File: config.mk
export PLATFORM = sky130hd
export DESIGN_NAME = wstrb_expander
export DESIGN_NICKNAME = d
export VERILOG_FILES = /design/src/rtl/wstrb_pkg.sv /design/src/rtl/wstrb_hdr_capture.sv /design/src/rtl/wstrb_beat_seq.sv /design/src/rtl/wstrb_byte_tally.sv /design/src/rtl/wstrb_expander.sv
export SDC_FILE = /design/constraint.sdc
export NUM_CORES = 1
export LEC_CHECK = 0
export ABC_AREA = 1
export CAP_MARGIN = 20
export CORE_ASPECT_RATIO = 1.2
export CORE_MARGIN = 3
export CORE_UTILIZATION = 64
export DETAILED_ROUTE_END_ITERATION = 16
export DONT_BUFFER_PORTS = 1
export GPL_ROUTABILITY_DRIVEN = 0
export HOLD_SLACK_MARGIN = 0.02
export PLACE_DENSITY_LB_ADDON = 0.12
export SLEW_MARGIN = 20
export SYNTH_ARGS = -nofsm -noshare
export SYNTH_HDL_FRONTEND = slang
export SYNTH_SLANG_ARGS = --single-unit
File: constraint.sdc
create_clock -name clk -period 10.05 [get_ports clk]
set_input_delay 1.5075 -clock clk [delete_from_list [all_inputs] [get_ports clk]]
set_output_delay 1.5075 -clock clk [all_outputs]
set_load 0.02 [all_outputs]
File: src/rtl/wstrb_pkg.sv
// Shared types and helpers for the payload write strobe expander.
// Assumes a 32-bit doubleword made of four byte lanes.
package wstrb_pkg;
    localparam int LANES = 4;

    typedef logic [LANES-1:0] lane_mask_t;

    // Position of a beat inside its payload; selects the strobe source.
    typedef enum logic [1:0] {
        POS_OPEN  = 2'd0,
        POS_INNER = 2'd1,
        POS_CLOSE = 2'd2
    } beat_pos_e;

    // Number of enabled lanes in a mask.
    function automatic logic [2:0] lane_count(lane_mask_t m);
        logic [2:0] n;
        n = '0;
        for (int i = 0; i < LANES; i++) n = n + {2'b00, m[i]};
        return n;
    endfunction
endpackage

File: src/rtl/wstrb_hdr_capture.sv
// Header capture: checks a header offered while idle, and latches it if it is legal.
// Assumes that hdr_load is a single-cycle strobe and that idle comes from the beat sequencer.
module wstrb_hdr_capture
    import wstrb_pkg::*;
#(
    parameter int LEN_W = 4
) (
    input  logic             clk,
    input  logic             rst_n,
    input  logic             idle,
    input  logic             hdr_load,
    input  lane_mask_t       first_mask,
    input  lane_mask_t       last_mask,
    input  logic [LEN_W-1:0] len_dw,
    output logic             start,
    output logic             hdr_err,
    output lane_mask_t       first_q,
    output lane_mask_t       last_q,
    output logic [LEN_W-1:0] len_q
);
    logic offered;
    logic illegal;

    // Classify the offered header.
    always_comb begin
        offered = hdr_load && idle;
        illegal = (first_mask == '0) || (len_dw == '0);
        start   = offered && !illegal;
    end

    // Latch a legal header and flag an illegal one for one cycle.
    always_ff @(posedge clk) begin
        if (!rst_n) begin
            hdr_err <= 1'b0;
            first_q <= '0;
            last_q  <= '0;
            len_q   <= '0;
        end else begin
            hdr_err <= offered && illegal;
            if (start) begin
                first_q <= first_mask;
                last_q  <= last_mask;
                len_q   <= len_dw;
            end
        end
    end
endmodule

File: src/rtl/wstrb_beat_seq.sv
// Beat sequencer: tracks whether a payload is active, counts doublewords, and picks the strobe.
// Assumes that start and fire never coincide: start needs idle, fire needs active.
module wstrb_beat_seq
    import wstrb_pkg::*;
#(
    parameter int LEN_W = 4
) (
    input  logic             clk,
    input  logic             rst_n,
    input  logic             start,
    input  logic             fire,
    input  lane_mask_t       first_q,
    input  lane_mask_t       last_q,
    input  logic [LEN_W-1:0] len_q,
    output logic             active,
    output logic             is_last,
    output logic [LEN_W-1:0] idx,
    output lane_mask_t       strb
);
    beat_pos_e pos;

    // Work out where the current beat sits and which mask applies.
    always_comb begin
        is_last = (idx == len_q - LEN_W'(1));
        if (idx == '0)    pos = POS_OPEN;
        else if (is_last) pos = POS_CLOSE;
        else              pos = POS_INNER;
        case (pos)
            POS_OPEN:  strb = first_q;
            POS_CLOSE: strb = last_q;
            default:   strb = '1;
        endcase
    end

    // Advance the beat index on each handoff, and drop to idle after the closing beat.
    always_ff @(posedge clk) begin
        if (!rst_n) begin
            active <= 1'b0;
            idx    <= '0;
        end else if (start) begin
            active <= 1'b1;
            idx    <= '0;
        end else if (fire) begin
            if (is_last) begin
                active <= 1'b0;
                idx    <= '0;
            end else begin
                idx <= idx + LEN_W'(1);
            end
        end
    end
endmodule

File: src/rtl/wstrb_byte_tally.sv
// Byte tally: adds up the enabled lanes of every beat handed off in a payload.
// Assumes that CNT_W is wide enough for LANES times the largest length.
module wstrb_byte_tally
    import wstrb_pkg::*;
#(
    parameter int CNT_W = 6
) (
    input  logic             clk,
    input  logic             rst_n,
    input  logic             start,
    input  logic             fire,
    input  lane_mask_t       strb,
    output logic [CNT_W-1:0] total
);
    logic [CNT_W-1:0] acc_q;

    // Running total that includes the beat on offer.
    always_comb total = acc_q + CNT_W'(lane_count(strb));

    // Clear at header acceptance, and fold in each beat that is handed off.
    always_ff @(posedge clk) begin
        if (!rst_n)     acc_q <= '0;
        else if (start) acc_q <= '0;
        else if (fire)  acc_q <= total;
    end
endmodule

File: src/rtl/wstrb_expander.sv
// Top of the payload write strobe expander.
// Passes payload beats straight through while a header is active, and adds the strobe,
// the doubleword index and the byte tally. There is no storage on the data path.
module wstrb_expander
    import wstrb_pkg::*;
#(
    parameter int LEN_W = 4,
    localparam int CNT_W = LEN_W + 2
) (
    input  logic             clk,
    input  logic             rst_n,
    input  logic             hdr_load,
    input  logic [3:0]       hdr_first_mask,
    input  logic [3:0]       hdr_last_mask,
    input  logic [LEN_W-1:0] hdr_len_dw,
    output logic             hdr_ready,
    output logic             hdr_err,
    input  logic             in_valid,
    output logic             in_ready,
    input  logic [31:0]      in_data,
    output logic             out_valid,
    input  logic             out_ready,
    output logic [31:0]      out_data,
    output logic [3:0]       out_strb,
    output logic [LEN_W-1:0] out_dw_idx,
    output logic [CNT_W-1:0] byte_count,
    output logic             done
);
    logic             start;
    logic             active;
    logic             is_last;
    logic             fire;
    lane_mask_t       first_q;
    lane_mask_t       last_q;
    logic [LEN_W-1:0] len_q;

    wstrb_hdr_capture #(.LEN_W(LEN_W)) u_hdr (
        .clk(clk), .rst_n(rst_n), .idle(!active), .hdr_load(hdr_load),
        .first_mask(hdr_first_mask), .last_mask(hdr_last_mask), .len_dw(hdr_len_dw),
        .start(start), .hdr_err(hdr_err), .first_q(first_q), .last_q(last_q), .len_q(len_q)
    );

    wstrb_beat_seq #(.LEN_W(LEN_W)) u_seq (
        .clk(clk), .rst_n(rst_n), .start(start), .fire(fire),
        .first_q(first_q), .last_q(last_q), .len_q(len_q),
        .active(active), .is_last(is_last), .idx(out_dw_idx), .strb(out_strb)
    );

    wstrb_byte_tally #(.CNT_W(CNT_W)) u_tally (
        .clk(clk), .rst_n(rst_n), .start(start), .fire(fire),
        .strb(out_strb), .total(byte_count)
    );

    // Stream gating: beats move only while a payload is active.
    always_comb begin
        hdr_ready = !active;
        out_valid = active && in_valid;
        in_ready  = active && out_ready;
        out_data  = in_data;
        fire      = out_valid && out_ready;
        done      = fire && is_last;
    end
endmodule

# Word level (Yosys, flattened, before mapping)
# Cells that the tools add are included.
[word_totals]
register_bits = 24
inputBits = 49
out_inout_bits = 51
wordCells = 41
[op_classes]
add_sub_neg = 6
eq_ne = 2
mux = 7
bitwise_logic = 1
n_reduce_logical = 18
[op_table]
columns = ["operator", "count"]
rows = [
  ["4-bit logical NOT", 3],
  ["4-bit case mux with 2 select lines", 1],
  ["1-bit logical AND", 7],
  ["3-bit by 1-bit adder with 3-bit output", 2],
  ["6-bit by 3-bit adder with 6-bit output", 1],
  ["4-bit by 1-bit adder with 4-bit output, second input constant", 1],
  ["4-bit equality test", 1],
  ["2-bit 2-to-1 mux", 2],
  ["4-bit 2-to-1 mux", 1],
  ["2-bit nonzero test", 2],
  ["4-bit by 1-bit subtractor with 4-bit output, second input constant", 1],
  ["1-bit 2-to-1 mux", 3],
  ["1-bit by 1-bit adder with 2-bit output", 1],
  ["2-bit equality test, second input constant", 1],
  ["1-bit logical NOT", 2],
  ["2-bit logical NOT", 1],
  ["2-bit AND reduction", 1],
  ["2-bit OR reduction", 1],
  ["1-bit logical OR", 1],
  ["1-bit NOT", 1],
]

# Depth between registers and ports, before layout
# Gate-level depths: netlist of run 1.
[depth]
word_depth = 10
depth_mapped = 26
depth_no_buf = 26

# Modules after synthesis
# A second synthesis of run 1 with hierarchy kept.
[unflattened]
cells_unflattened = 307
hier_area_um2 = 1938.1
[by_module_without_submodules]
columns = ["mod", "n_inst", "cells_per_inst", "area_per_inst_um2"]
rows = [
  ["wstrb_hdr_capture", 1, 114, 709.4],
  ["wstrb_beat_seq", 1, 92, 526.8],
  ["wstrb_byte_tally", 1, 60, 419.2],
  ["wstrb_expander", 1, 41, 282.8],
]

# Worst setup path after synthesis of run 1
# Ideal clock, no wire load.
[synth_timing]
path_type = "register to output"
from = "reg u_hdr.len_q[0]"
to = "out byte_count[4]"
arrival_time_ns = 3.427
t_required_ns = 8.543
path_slack_ns = 5.116
path_stages_with_launch = 22
n_path_buf = 0
cell_sequence = "dfxtp_1 inv_1 ha_1 nand2_1 inv_1 nor2_1 nand2_1 nor2_2 nand2_1 nor2_2 nand2_1 nand2_1 inv_1 ha_1 inv_1 fa_1 inv_1 ha_1 inv_1 fa_1 o21ai_1 xor2_1"
[synth_via]
elab_chain_cells = 10
elab_cells_between_ends = 11
cone_classes = "add/sub: 5; eq/ne: 2; mux: 3; reduce/logical: 1"
[synth_lines]
columns = ["element", "line", "rtl"]
rows = [
  ["from (decl)", "wstrb_hdr_capture.sv:19", "output logic [LEN_W-1:0] len_q"],
  ["from (signal assigned)", "wstrb_hdr_capture.sv:43", "len_q <= len_dw;"],
  ["4-bit by 1-bit subtractor with 4-bit output (*)", "wstrb_beat_seq.sv:24", "is_last = (idx == len_q - LEN_W'(1));"],
  ["4-bit equality test (*)", "wstrb_beat_seq.sv:24", ""],
  ["2-bit 2-to-1 mux (*)", "wstrb_beat_seq.sv:26", "else if (is_last) pos = POS_CLOSE;"],
  ["2-bit 2-to-1 mux (*)", "wstrb_beat_seq.sv:25", "if (idx == '0) pos = POS_OPEN;"],
  ["2-bit equality test / 2-bit logical NOT (equally long branches)", "wstrb_beat_seq.sv:28", "case (pos)"],
  ["4-bit case mux with 2 select lines (*)", "wstrb_beat_seq.sv:28", ""],
  ["named net out_strb[0]", "wstrb_expander.sv:24", "output logic [3:0] out_strb,"],
  ["1-bit by 1-bit adder with 2-bit output (*)", "wstrb_pkg.sv:19", "for (int i = 0; i < LANES; i++) n = n + {2'b00, m[i]};"],
  ["3-bit by 1-bit adder with 3-bit output (*) (2 in a row)", "wstrb_pkg.sv:19", ""],
  ["6-bit by 3-bit adder with 6-bit output (*)", "wstrb_byte_tally.sv:18", "always_comb total = acc_q + CNT_W'(lane_count(strb));"],
  ["to (decl)", "wstrb_expander.sv:26", "output logic [CNT_W-1:0] byte_count,"],
]
# The timed path passes the listed nets; every way through them passes the cells marked *.

# Final worst setup path of run 1
# Same ends and word-level chain as after synthesis.

==> results of run 1 <==
placed cells by master, fill, tap and decap left out, drive strengths merged:
cell and count:
a21oi 19, xnor2 1, nand3 10, ha 8, nand2 54, nor3 1
dfxtp 24, fa 2, xor2 5, nand4 2, inv 41, o211ai 1
o21ai 15, clkbuf 4, clkinv 1, nor2 17
state kept, by name, indices dropped and copies added, names as in the netlist:
name,cells
u_tally.acc_q,6
u_hdr.first_q,4
u_hdr.last_q,4
u_hdr.len_q,4
u_seq.idx,4
u_hdr.hdr_err,1
u_seq.active,1
path summary, 6_finish.rpt:
check                                      start          endpoint  slack, ps  cells after the start
worst min register to register  u_hdr.first_q[2]  u_hdr.first_q[2]        460                      2
worst max-delay path              u_hdr.len_q[0]     byte_count[4]       4490                     21
worst min-delay path            u_hdr.first_q[2]  u_hdr.first_q[2]        460                      2
worst max register to register    u_hdr.len_q[0]  u_tally.acc_q[4]       6020                     23
worst max-delay path: stages, from the launching register on:
cell and delay, ps:
dfxtp_1 390, inv_1 90, ha_1 310, nand2_1 70, inv_1 40, nor2_1 80, nand2_1 70, nor2_2 120
nand2_1 70, nor2_2 150, nand2_1 70, nand2_1 50, inv_1 110, ha_1 310, inv_1 70, fa_1 400
inv_1 60, ha_1 180, inv_1 70, fa_1 400, o21ai_1 180, xor2_1 440
power by group through the flow:
stage / clock network [mW] / registers [mW] / logic, mW
final: 0.0523 / 0.104 / 0.0485
after global routing: 0.0581 / 0.104 / 0.0552
after CTS: 0.0535 / 0.104 / 0.0492
after detailed placement: 0 / 0.106 / 0.0490
after global placement: 0 / 0.106 / 0.0475
after floorplan: 0 / 0.105 / 0.0606
per-layer routing:
layer / share of wire / GRT usage / up-vias
met1: 0.41 / 0.205 / 549
li1: - / - / 633
met5: 0 / 0 / -
met2: 0.46 / 0.327 / 55
met3: 0.097 / 0.0605 / 19
met4: 0.032 / 0.0974 / 0
cell type report:
| class | count | area share |
|---|---|---|
| multi-input cells | 135 | 0.505 |
| inverters | 42 | 0.110 |
| clock buffers | 4 | 0.0251 |
| flip-flops and latches | 24 | 0.333 |
| well taps | 31 | 0.0269 |
logic make-up after synthesis:
group | count (synthesis)
xor gates and xnor gates | 6
DFF | 24
AOI/OAI and AO/OA | 35
buffers and inverters | 77
adders and majority gates | 10
and+or+nand+nor | 84
metrics by stage:
| stage | util | cells |
|---|---|---|
| global placement | 0.598 | 232 |
| CTS | 0.614 | 236 |
| detailed placement | 0.598 | 232 |
| finish | 0.614 | 236 |
| floorplan | - | 236 |
| global route | 0.614 | 236 |
==> impl_metrics.csv, run 1 <==
group,metric,value,unit
floorplanning,io_pins,100,
setup_path,crit_arrival,4060,ps
power_and_ir_drop,total_power,205,uW
sta,finalClockSkew,2.22,ps
clock_tree,cts_tree,"built",
placed_design,portBuffers,0,
clock_tree,cts_buffers,3,
synth,ys_seq_elements,24,
floorplanning,rows,19,
clock_tree,htree_num_levels,1,
setup_path,setup.worst_path.class,"flop to output pin",
sta,timing.final.crit_share,0.554,
synth,async_flop_share,0,
setup_path,path_max_fanout,4,
clock_tree,cts.sinks,24,
power_and_ir_drop,power_switching,67.2,uW
synth,synth.cell_area,0.00162,mm^2
cells_and_area,n_antenna_cell,0,
sta,relSlewSlack,0.629,
floorplanning,die_height,61.2,um
synth,muxShareOfSynthArea,0,
synth,synth-simple-area-share,0.221,
setup_path,cp.required,8540,ps
cells_and_area,regArea,480,um^2
sta,maxSlewViolCount,0,
global_route,grt_max_degree,27,
global_route,grt_first_pass_wirelength,4520,um
power_and_ir_drop,swShare,0.329,
synth,synth_xor_area_frac,0.0324,
clock_tree,clk_latency,320,ps
sta,timing.final.ws_setup,4490,ps
cells_and_area,fillCellCount,230,
sta,fin_tns_setup,0,ps
sta,fmax,180,MHz
clock_tree,cts_resized,0,
floorplanning,dieArea,0.00318,mm^2
synth,synth_edf_count,0,
synth,ys.flop_type,"dfxtp_1",
synth,yosysWarnings,0,
worst_hold_path,hp-class,"flop to flop",
placed_design,dpl_cell_area,0.00141,mm^2
status,status,"finished, final reports clean",
floorplanning,die_w,52.0,um
synth,synth_compound_area_frac,0.109,
route,wl,2980,um
clock_tree,root_buffer,"clkbuf_4",
sta,period_needed,5560,ps
synth,synth_top_area_cell,"dfxtp_1",
synth,synth.yosys.seq_area_share,0.296,
global_route,grt_pass1_vias,1115,
route,wl_per_cell,12.6,um
floorplanning,coreArea,0.00235,mm^2
global_route,grt_usage,0.188,
cells_and_area,nets,265,
cells_and_area,stdcell_area,0.00144,mm^2
sta,worst_pin_slew,553,ps
clock_tree,clockBufferDepth,2,
power_and_ir_drop,p_clk_frac,0.256,
route,drt_iter0_drc,18,
clock_tree,hold_buffers,0,
route,firstDrtPassIters,4,
route,antenna_left,0,
placed_design,post-place-ws,4850,ps
floorplanning,initial_utilization,0.690,
route,via_count,1256,
synth,synth_area_leaders,"dfxtp_1 30%, buf_4 15%, nand2_1 12%",
cells_and_area,areaGrowthSynthToFinish,-11.0,%
power_and_ir_drop,p_int,137,uW
route,vias_per_cell,5.32,
cells_and_area,multi_input_comb_area,729,um^2
power_and_ir_drop,p_per_area,142,mW/mm^2
flow_run,maxCapViolations,0,
power_and_ir_drop,combPwrFrac,0.237,
synth,synth.most_common_cell,"nand2_1",
placed_design,place_hpwl,2410,um
power_and_ir_drop,p_leak,0.732,nW
synth,synth_commonest_cells,"50 x nand2_1, 37 x inv_1, 32 x buf_4, 24 x dfxtp_1, 19 x a21oi_1",
synth,avgSynthCellArea,6.88,um^2
global_route,antenna_found_initial,0,
sta,hold_viol_final,0,
clock_tree,cts_setup_buffers,0,
sta,rsz0062_at_grt,"no",
sta,hold-worst-slack,464,ps
route,drc,0,
synth,ys_types,24,
synth,synth_top_area_frac,0.296,
cells_and_area,drive_gt1_frac,0.0780,
power_and_ir_drop,seqPwrFrac,0.507,
clock_tree,clk_pin_slew,130,ps
power_and_ir_drop,max-vdd-ir-drop,0.108,mV
setup_path,endpoint_kind,"output pin",
synth,synth_top_family_by_area,"buffers and inverters",
global_route,grt_overflow,0,
sta,setup-violations-final,0,
setup_path,cp-start-kind,"flop",
synth,syn_inst,236,
synth,synthAdderAreaFrac,0.0864,
synth,synth_nets,295,
Note: power is estimated with default switching activity, not from simulation.
==> inputs of run 2 (changes only) <==
--- a/config.mk
+++ b/config.mk
@@ -5,11 +5,11 @@
 export SDC_FILE = /design/constraint.sdc
 export NUM_CORES = 1
 export LEC_CHECK = 0
-export ABC_AREA = 1
+export ABC_AREA = 0
 export CAP_MARGIN = 20
 export CORE_ASPECT_RATIO = 1.2
 export CORE_MARGIN = 3
-export CORE_UTILIZATION = 64
+export CORE_UTILIZATION = 56
 export DETAILED_ROUTE_END_ITERATION = 16
 export DONT_BUFFER_PORTS = 1
 export GPL_ROUTABILITY_DRIVEN = 0
==> constraint.sdc (replaced) <==
create_clock -name clk -period 5.1 [get_ports clk]
set_input_delay 0.765 -clock clk [delete_from_list [all_inputs] [get_ports clk]]
set_output_delay 0.765 -clock clk [all_outputs]
set_load 0.02 [all_outputs]
==> run 2 against run 1 <==
Net effect: non-clock buffer count grew 3; flip-flop and latch count is the same; worst setup slack lost 4200 ps; register-to-register slack lost 4800 ps; cell area grew 4.9%; critical path type unchanged.
==> impl_metrics.csv, run 2 <==
group,metric,value,unit
route,antenna_left,0,
cells_and_area,largest_register_ffs,6,
setup_path,worstSetupEndpoint,"byte_count[4]",
synth,synth.yosys.seq_area_share,0.292,
power_and_ir_drop,p_per_area,271,mW/mm^2
sta,worst_pin_slew,1050,ps
route,vias_per_cell,5.72,
power_and_ir_drop,p_leak,0.619,nW
synth,synth.most_common_cell,"buf_4",
sta,hold-worst-slack,481,ps
synth,synth_top_area_frac,0.292,
setup_path,cp.required,4340,ps
synth,synth_commonest_cells,"32 x buf_4, 24 x dfxtp_1, 16 x nor2_1, 13 x nor2b_1",
clock_tree,clockBufferDepth,2,
setup_path,cp-start-kind,"flop",
setup_path,path_depth,16,
clock_tree,cts_tree,"built",
synth,avgSynthCellArea,8.85,um^2
global_route,use_met3,0.0806,
global_route,grt_use_met2,0.296,
sta,period_needed,4800,ps
placed_design,portBuffers,0,
route,drc,0,
global_route,grt_first_pass_wirelength,5050,um
power_and_ir_drop,max-vdd-ir-drop,0.237,mV
cells_and_area,nets,217,
sta,rsz0062_at_grt,"yes",
synth,synth.cell_area,0.00165,mm^2
sta,relSlewSlack,0.295,
placed_design,post-place-ws,321,ps
route,firstDrtPassIters,4,
cells_and_area,fillCellCount,260,
setup_path,crit_start,"u_hdr.len_q[0]",
setup_path,max_stage_delay,460,ps
clock_tree,clk_pin_slew,130,ps
floorplanning,die_w,55.5,um
setup_path,endpoint_kind,"output pin",
global_route,grt_pass1_vias,1149,
synth,synth_top_area_cell,"dfxtp_1",
cells_and_area,top_register,"u_tally.acc_q",
clock_tree,htree_num_levels,1,
sta,setup-violations-final,0,
setup_path,path_max_fanout,6,
floorplanning,dieArea,0.00363,mm^2
cells_and_area,layout.cells.most_common_list,"24 x dfxtp_1, 15 x nor2_1, 13 x nor2b_1, 12 x inv_1, 12 x mux2i_1",
global_route,grt_usage,0.171,
synth,ys_types,32,
setup_path,r2r_start,"u_hdr.len_q[0]",
sta,fmax,208,MHz
synth,synth_area_leaders,"dfxtp_1 29%, buf_4 15%, mux2i_1 7.3%",
synth,ys.flop_type,"dfxtp_1",
synth,async_flop_share,0,
setup_path,crit_slowest_cell,"a21oi_1",
setup_path,critPathTopFamily,"adder cells",
floorplanning,die_height,65.4,um
status,status,"finished, final reports clean",
setup_path,r2r_slack,1230,ps
sta,finalClockSkew,0.934,ps
route,via_count,1087,
synth,yosysWarnings,0,
clock_tree,cts_buffers,3,
sta,timing.final.crit_share,0.941,
sta,maxSlewViolCount,0,
sta,timing.final.ws_setup,302,ps
global_route,grt_overflow,0,
sta,hold_viol_final,0,
route,wl_per_cell,15.6,um
floorplanning,initial_utilization,0.615,
setup_path,crit_chain,"inv_1 -> ha_1 -> xor2_1 -> nand3_1 -> nor2_2 -> a21oi_1 -> ha_1 -> inv_1 -> fa_1 -> inv_1 -> ha_1 -> inv_1 -> fa_1 -> nor2b_1 -> o21ai_0 -> xnor2_2",
setup_path,r2r_end,"u_tally.acc_q[2]",
floorplanning,io_pins,100,
global_route,globalRouteMet1Util,0.182,
synth,synth_nets,245,
cells_and_area,final_common_cell,"dfxtp_1",
global_route,antenna_found_initial,0,
worst_hold_path,hp-class,"flop to flop",
setup_path,setup.worst_path.class,"flop to output pin",
placed_design,place_hpwl,2350,um
global_route,grt_max_degree,16,
floorplanning,rows,20,
route,wl,2970,um
setup_path,crit_path_frequent_cell,"inv_1",
cells_and_area,areaGrowthSynthToFinish,-8.05,%
clock_tree,clk_latency,320,ps
route,drt_iter0_drc,34,
synth,synth_edf_count,0,
synth,syn_inst,186,
setup_path,path_buf_inv,4,
floorplanning,coreArea,0.00268,mm^2
cells_and_area,drive_gt1_frac,0.0955,
cells_and_area,n_antenna_cell,0,
setup_path,reg2reg_depth,16,
clock_tree,cts.sinks,24,
global_route,grt-busiest-layer,"met2",
setup_path,crit_arrival,4030,ps
synth,ys_seq_elements,24,
clock_tree,root_buffer,"clkbuf_4",
flow_run,maxCapViolations,0,
## run 2: tightest hold or removal path, delay by kind of cell, from the launching register on
| family | cells | cell delay [ps] |
|---|---|---|
| flip-flops | 1 | 340 |
| AND/OR/NAND/NOR | 1 | 50 |
| AO/OA/AOI/OAI | 1 | 60 |
## run 2: worst min path at each step
| stage | startpoint | to | slack, ps | cells past startpoint |
|---|---|---|---|---|
| floorplan | u_tally.acc_q[0] | u_tally.acc_q[0] | 440 | 2 |
| global placement | u_tally.acc_q[0] | u_tally.acc_q[0] | 450 | 2 |
| detailed placement | u_tally.acc_q[0] | u_tally.acc_q[0] | 470 | 2 |
| CTS | u_tally.acc_q[0] | u_tally.acc_q[0] | 490 | 2 |
| global route | u_tally.acc_q[2] | u_tally.acc_q[2] | 530 | 2 |
| finish | u_tally.acc_q[0] | u_tally.acc_q[0] | 480 | 2 |
## run 2: routing by layer
metal,wire (um),up-vias,share of wire
met5,0,-,0
met4,58,0,0.020
met3,289,16,0.097
met2,1470,47,0.49
met1,1160,493,0.39
li1,-,531,-
## run 2: repair_timing
action	4_1_cts	5_1_grt
resized for setup	1	3
buffers inserted	0	0
endpoints found under the setup margin	1	2
hold buffers	0	0
cloned	0	0
## run 2: area by class of cell
cell class / instances / area (um^2) / share of cell area
timing repair buffer: 3 / 22.5 / 0.0149
inverter: 12 / 45.0 / 0.0298
tap: 33 / 41.3 / 0.0273
sequential: 24 / 480 / 0.317
clock buffer: 3 / 22.5 / 0.0149
clock inverter: 1 / 30.0 / 0.0198
multi-input combinational: 114 / 872 / 0.576
## run 2: per-stage QoR
| step | power [mW] | setup TNS [ps] | instances | instance area [um^2] | util |
|---|---|---|---|---|---|
| finish | 0.411 | 0 | 190 | 1510 | 0.565 |
| global route | 0.434 | -22.7 | 190 | 1510 | 0.565 |
| CTS | 0.417 | 0 | 190 | 1500 | 0.559 |
| detailed placement | 0.278 | 0 | 186 | 1440 | 0.538 |
| global placement | 0.276 | 0 | 186 | 1440 | 0.538 |
| floorplan | 0.306 | 0 | 186 | 1650 | - |
## run 2: cell families (layout without fill, tap and decap cells)
group / Yosys count / after routing / synth area share
xor+xnor: 10 / 10 / 0.0615
simple gates: 57 / 57 / 0.205
fa+ha+maj: 10 / 10 / 0.0851
buf+inv: 48 / 19 / 0.191
mux: 12 / 12 / 0.0730
flops: 24 / 24 / 0.292
compound gates: 25 / 25 / 0.0919
## run 2: where the power goes
part,internal (mW),switching [mW]
Sequential,0.195,0.00691
Combinational,0.0280,0.0423
Clock,0.0795,0.0586
